==> config.mk <==
export PLATFORM = sky130hd
export DESIGN_NAME = edh_flag_port
export DESIGN_NICKNAME = d
export VERILOG_FILES = /design/src/rtl/edh_flag_port.sv
export SDC_FILE = /design/constraint.sdc
export NUM_CORES = 1
export LEC_CHECK = 0
export CAP_MARGIN = 20
export CORE_MARGIN = 3
export CORE_UTILIZATION = 40
export CTS_BUF_LIST = sky130_fd_sc_hd__clkbuf_16
export CTS_CLUSTER_DIAMETER = 30
export DETAILED_ROUTE_END_ITERATION = 10
export GPL_TIMING_DRIVEN = 0
export PLACE_DENSITY = 0.79
export SYNTH_ARGS = -nofsm -noshare
export SYNTH_HDL_FRONTEND = slang
export SYNTH_SLANG_ARGS = --single-unit
==> constraint.sdc <==
create_clock -name clk -period 3.5 [get_ports clk]
set_input_delay 0.7 -clock clk [delete_from_list [all_inputs] [get_ports clk]]
set_output_delay 0.7 -clock clk [all_outputs]
set_load 0.01 [all_outputs]
==> src/rtl/edh_flag_port.sv <==
module edh_flag_port #(
  parameter int FLAG_W = 5,
  parameter int CNT_W  = 24
) (
  input  logic              clk,
  input  logic              rst_n,
  input  logic              map_en,
  input  logic              dir_rd,
  input  logic              field_end,
  input  logic [1:0]        sel_i,
  output logic [1:0]        sel_o,
  output logic              sel_oe,
  input  logic [FLAG_W-1:0] flag_i,
  output logic [FLAG_W-1:0] flag_o,
  output logic              flag_oe,
  input  logic [FLAG_W-1:0] ff_in,
  input  logic [FLAG_W-1:0] ap_in,
  input  logic [FLAG_W-1:0] anc_in,
  output logic [FLAG_W-1:0] ff_pkt,
  output logic [FLAG_W-1:0] ap_pkt,
  output logic [FLAG_W-1:0] anc_pkt,
  output logic [CNT_W-1:0]  err_cnt
);
  localparam int         NGRP    = 3;
  localparam logic [1:0] IDLE    = 2'd3;
  localparam logic [1:0] LAST    = 2'(NGRP - 1);
  localparam logic [CNT_W-1:0] CNT_MAX = {CNT_W{1'b1}};

  logic [FLAG_W-1:0] calc    [NGRP];
  logic [FLAG_W-1:0] pkt     [NGRP];
  logic [FLAG_W-1:0] ovr_val [NGRP];
  logic              ovr_v   [NGRP];
  logic [1:0]        map_sel;

  assign calc[0] = ff_in;
  assign calc[1] = ap_in;
  assign calc[2] = anc_in;

  wire [1:0] act_sel = map_en ? map_sel : sel_i;
  wire       wr_en   = !map_en && !dir_rd && (sel_i != IDLE);
  wire       any_err = |{ff_in, ap_in, anc_in};

  assign flag_oe = (map_en || dir_rd) && (act_sel != IDLE);
  assign sel_o   = map_sel;
  assign sel_oe  = map_en;

  always_comb begin
    case (act_sel)
      2'd0:    flag_o = pkt[0];
      2'd1:    flag_o = pkt[1];
      2'd2:    flag_o = pkt[2];
      default: flag_o = '0;
    endcase
  end

  for (genvar g = 0; g < NGRP; g++) begin : g_grp
    wire hit = wr_en && (sel_i == 2'(g));
    always_ff @(posedge clk) begin
      if (!rst_n) begin
        pkt[g]     <= '0;
        ovr_val[g] <= '0;
        ovr_v[g]   <= 1'b0;
      end else if (field_end) begin
        pkt[g]   <= hit ? flag_i : (ovr_v[g] ? ovr_val[g] : calc[g]);
        ovr_v[g] <= 1'b0;
      end else if (hit) begin
        ovr_val[g] <= flag_i;
        ovr_v[g]   <= 1'b1;
      end
    end
  end

  assign ff_pkt  = pkt[0];
  assign ap_pkt  = pkt[1];
  assign anc_pkt = pkt[2];

  always_ff @(posedge clk) begin
    if (!rst_n) begin
      err_cnt <= '0;
      map_sel <= 2'd0;
    end else if (field_end) begin
      if (any_err && err_cnt != CNT_MAX) err_cnt <= err_cnt + 1'b1;
      if (map_en) map_sel <= (map_sel == LAST) ? 2'd0 : map_sel + 2'd1;
    end
  end

  a_r2_idle_quiet: assert property (@(posedge clk) disable iff (!rst_n)
    (!map_en && sel_i == IDLE) |-> !flag_oe);
  a_r4_ovr_ff: assert property (@(posedge clk) disable iff (!rst_n)
    (field_end && !map_en && !dir_rd && sel_i == 2'd0) |=> ff_pkt == $past(flag_i));
  a_r7_pkt_hold: assert property (@(posedge clk) disable iff (!rst_n)
    !field_end |=> ($stable(ff_pkt) && $stable(ap_pkt) && $stable(anc_pkt)));
  a_r8_cnt_hold: assert property (@(posedge clk) disable iff (!rst_n)
    !field_end |=> $stable(err_cnt));
  a_r9_no_wrap: assert property (@(posedge clk) disable iff (!rst_n)
    (err_cnt == CNT_MAX) |=> (err_cnt == CNT_MAX));
  a_r10_map_wrap: assert property (@(posedge clk) disable iff (!rst_n)
    (map_en && field_end && sel_o == LAST) |=> sel_o == 2'd0);
  a_r10_sel_legal: assert property (@(posedge clk) disable iff (!rst_n)
    sel_o != IDLE);
endmodule

Word-level counts from Yosys, hierarchy flattened. Memory sizes are Yosys's and may differ from the RTL's. Cells that the tools add are included.

Register bits: 26. Bits in latches: 0. Bits in writable memories: 33. Memory bits (read-only): 0. Input bits: 27. Logic and storage cells: 79. Memories: 3.

$add $sub $neg: 2. Multipliers: 0. Divide/modulo/power cells: 0. Magnitude comparators: 0. Eq/ne operators: 8. Shifts and indexed selects: 0. Muxes and demuxes: 37. Bitwise logic cells: 12. Reduce and logical (&&, ||, !) cells: 15.

Memory list: ovr_val (words 3, bits a word 5, read ports 3, clocked after Yosys merged registers in 0, wr ports 3, RTL line 31) `logic [FLAG_W-1:0] ovr_val [NGRP];`; pkt (words 3, bits a word 5, read ports 3, clocked after Yosys merged registers in 0, wr ports 3, RTL line 30) `logic [FLAG_W-1:0] pkt [NGRP];`; ovr_v (words 3, bits a word 1, read ports 3, clocked after Yosys merged registers in 0, wr ports 3, RTL line 32) `logic ovr_v [NGRP];`.

Operators with widths (number): $mux 5 (12); $add 24x1->24 const B (1); $ne 24x24->1 const B (1); $mux 1 (22); $pmux 5 s3 (1); $reduce_or 15->1 (1); $or 1x1->1 (12); $logic_and 1x1->1 (7); $eq 2x2->1 const B (3); $eq 2x1->1 const B (2); $logic_not 2->1 (2); $mux 2 (2); $ne 2x2->1 const B (2); $reduce_and 2->1 (2); $add 2x1->2 const B (1); $logic_not 1->1 (2); $logic_or 1x1->1 (1).

Logic depth before layout (Yosys ltp). Gate-level depths: netlist of run 1.

Word-level depth: 9. Mapped depth: 7. Mapped depth without buffers: 6.

Least setup slack after synthesis of run 1. OpenSTA, ideal clock, no wires.

Kind: in2out. Start point: input map_en. End point: output flag_o[0]. Arrival: 1.700 ns. Path slack: 1.100 ns. Stages: 4. Buffers on the path: 0. Cell sequence: mux2i_1 -> and2_1 -> nand2_1 -> o21ai_0.

Longest elaborated chain between the ends: 3.

RTL lines: from (decl) (RTL line 7) `input logic map_en,`; $mux 2 (*) (RTL line 39) `wire [1:0] act_sel = map_en ? map_sel : sel_i;`; $eq 2x2->1 (tied with other cells) (RTL line 48) `case (act_sel)`; $pmux 5 s3 (*) (RTL line 48); to (decl) (RTL line 14) `output logic [FLAG_W-1:0] flag_o,`.

Mark *: on every way between the ends. The rest lies on a longest branch, timed or not.

Worst setup path in the final report of run 1.
Start point: input map_en. End point: output flag_o[2].

Same word-level chain as after synthesis.

==> results by group, run 1 <==
Floorplan
  • Row count: 30
  • Initial core utilization: 0.424
  • Die H: 92.0 µm
  • Ports: 75
  • CORE AREA: 6980 µm²
  • Die ar.: 8470 µm²
  • Die X: 92.0 µm

Logic synthesis
  • Synth Area in Simple Gates: 0.217
  • Syn Inst Count: 294
  • Compound-cell area share of the yosys netlist: 0.137
  • Unique masters post-synth: 40
  • Area leader, netlist: edfxtp_1
  • Largest family of logic cells by synthesized area: simple AND/OR/NAND/NOR gates
  • Most used flip-flop cell after synthesis: edfxtp_1
  • Adder-cell share of the synthesized area: 0.00423
  • Mapped Area: 2960 µm²
  • Commonest cells post-synth: edfxtp_1, nor2_1, dfxtp_1
  • Post-synth top area share: 0.325
  • Synth top area cells: edfxtp_1, dfxtp_1, mux2i_1
  • Yosys warnings: 0
  • Synth Area in XOR/XNOR: 0.0178
  • Mux contribution to synthesized area: 0.0850
  • Number of synthesized register bits: 59
  • EDFF count, synth: 32
  • Syn_nets: 322
  • Sequential share of the synthesized area: 0.507
  • Synth Area per Inst: 10.1 µm²
  • Async set-or-reset flop fraction in the synthesized netlist: 0

Global route
  • Met3 Track Usage GR: 0.0550
  • Initial antenna violation count: 0
  • GR Util met1: 0.245
  • Most Crowded Layer GR: met2
  • GRT Total Usage: 0.192
  • Global route total overflow: 0
  • Largest net degree at the start of global routing: 20
  • GR Util met2: 0.308
  • Number of global-route vias before repair: 2545
  • First-pass GRT wire length: 12.8 mm

STA
  • Hold Worst Slack: 507 ps
  • Setup TNS: 0 ps
  • Clock Skew: 4.18 ps
  • Worst slew pin tran: 693 ps
  • Setup slack after layout: 47.2 ps
  • Fin. Hold Viols: 0
  • Crit path time final: 3450 ps
  • Slew HR: 0.538
  • Setup violators final: 0
  • Number of slew-limit violations in the final report: 0
  • F_max: 0.290 GHz
  • Final period util: 0.987

Critical path
  • Required time worst endpoint: 2800 ps
  • Worst R2R Start: err_cnt[0]$_SDFFE_PN0P_
  • CP Capture Type: output port
  • Max Fanout on Critical Path: 6
  • CP Class: in2out
  • CP Launch Point: map_en
  • Worst EP arrival: 2750 ps
  • Startpoint Class: input port

Finish
  • Number of inserted diodes: 0
  • Nets@finish: 408
  • Share of post-route cells with drive strength above 1: 0.0753
  • Area delta synth->final: 41.7%
  • Final core occ: 0.601
  • Fillers: 593

Hold path
  • Hold wc startpoint: err_cnt[14]$_SDFFE_PN0P_
  • Hold Path Class: reg2reg

Run
  • MaxCap Viol Count: 0

Drt
  • DR iter-0 viols: 122
  • Drt pass-1 iters: 4
  • Residual DRC: 0
  • Vias: 2596
  • Drt via density: 5.40
  • Aggregate routed wire length: 7.66 mm
  • Number of routed nets with antenna violations: 0
  • Routed len/inst: 15.9 µm

CTS
  • CTS tree: built
  • Clk sinks: 59
  • # H-tree levels: 3
  • Clk Tree Root Cell: clkbuf_16
  • Clock buffer depth: 2
  • Reg clk slew, reported paths: 50 ps
  • Worst-skew pair later-pin latency: 320 ps
  • Num CTS Buffers: 9

Place
  • Pre-CTS WS: -297 ps
  • Final HPWL DP: 5.55 mm
  • Port bufs: 74
  • GP Congestion: 0.768

Pwr
  • Worst vdd ir: 0.261 mV
  • Leakage: 0.00143 µW
  • PwrDens: 470 nW/µm²

Status
  • Status: completed
==> what timing repair did <==
action                                  CTS  global route
gates resized for setup                   2             0
buffers inserted                          0             1
hold endpoints to repair                  0             0
hold buffers                              0             0
pin swaps                                 0             0
gates cloned                              0             0
endpoints found under the setup margin    6             5
==> cell usage in the layout (no fill, tap or decap), drive strengths merged, types with 9 or more instances in the layout <==
| cell | count |
|---|---|
| and2 | 19 |
| edfxtp | 32 |
| clkbuf | 17 |
| or3 | 9 |
| dfxtp | 27 |
| o21ai | 17 |
| a21oi | 17 |
| inv | 9 |
| clkdlybuf4s50 | 74 |
| mux2i | 24 |
| nor2 | 32 |
| nand2 | 22 |
| a211oi | 15 |
==> through the flow <==
step	area (µm²)	instances	power [µW]
final	4200	481	1970
after global routing	4200	481	2050
after CTS	4180	480	1990
after detailed placement	3820	464	978
after global placement	3820	464	973
after floorplan	2960	294	868
==> cell families (layout without fill, tap and decap cells) <==
| family | after synthesis | after routing |
|---|---|---|
| xor+xnor | 6 | 6 |
| compound gates | 60 | 60 |
| mux | 25 | 25 |
| flops | 59 | 59 |
| buf+inv | 22 | 113 |
| simple gates | 121 | 121 |
| fa+ha+maj | 1 | 1 |
==> power breakdown <==
part | internal (µW) | switching (µW) | leakage, µW
Clock | 693 | 308 | 0.000165
Combinational | 99.8 | 93.3 | 0.000712
Sequential | 761 | 16.5 | 0.000549
==> flip-flops by register name (all words and copies together) (netlist names) <==
| signal | count |
|---|---|
| err_cnt | 24 |
| ovr_val | 15 |
| pkt | 15 |
| ovr_v | 3 |
| sel_o | 2 |
==> path summary, 6_finish.rpt <==
kind | to | slack (ps) | depth (start not counted)
worst max-delay path | flag_o[2] | 50 | 6
worst min-delay path | err_cnt[14]$_SDFFE_PN0P_ | 510 | 2
worst max register to register | err_cnt[4]$_SDFFE_PN0P_ | 1300 | 7
worst min register to register | err_cnt[14]$_SDFFE_PN0P_ | 510 | 2
==> layer usage <==
metal	part of all wire	wire length, µm
met1	0.45	3410
met2	0.47	3620
met3	0.067	514
met4	0.015	112
met5	0	0
==> critical path, stage by stage <==
cell	delay, ps
clkdlybuf4s50_1	650
mux2i_4	350
buf_12	150
mux2i_1	260
o21ai_0	140
clkdlybuf4s50_1	500
==> cell type report <==
| cell class | instances | area (µm²) | area share |
|---|---|---|---|
| Clock inverter | 7 | 116 | 0.0277 |
| Tap cell | 96 | 120 | 0.0286 |
| Multi-Input combinational cell | 213 | 1380 | 0.328 |
| Buffer | 13 | 60.1 | 0.0143 |
| Clock buffer | 9 | 225 | 0.0537 |
| Sequential cell | 59 | 1500 | 0.358 |
| Timing Repair Buffer | 75 | 761 | 0.181 |
| Inverter | 9 | 33.8 | 0.00805 |
Power figures use the tool's default switching activity.
==> inputs of run 2 (changes only) <==
--- a/config.mk
+++ b/config.mk
@@ -5,7 +5,6 @@
 export SDC_FILE = /design/constraint.sdc
 export NUM_CORES = 1
 export LEC_CHECK = 0
-export CAP_MARGIN = 20
 export CORE_MARGIN = 3
 export CORE_UTILIZATION = 40
 export CTS_BUF_LIST = sky130_fd_sc_hd__clkbuf_16
==> results of run 2 <==
Final layout, timing and power as in run 1 (identical DEF).
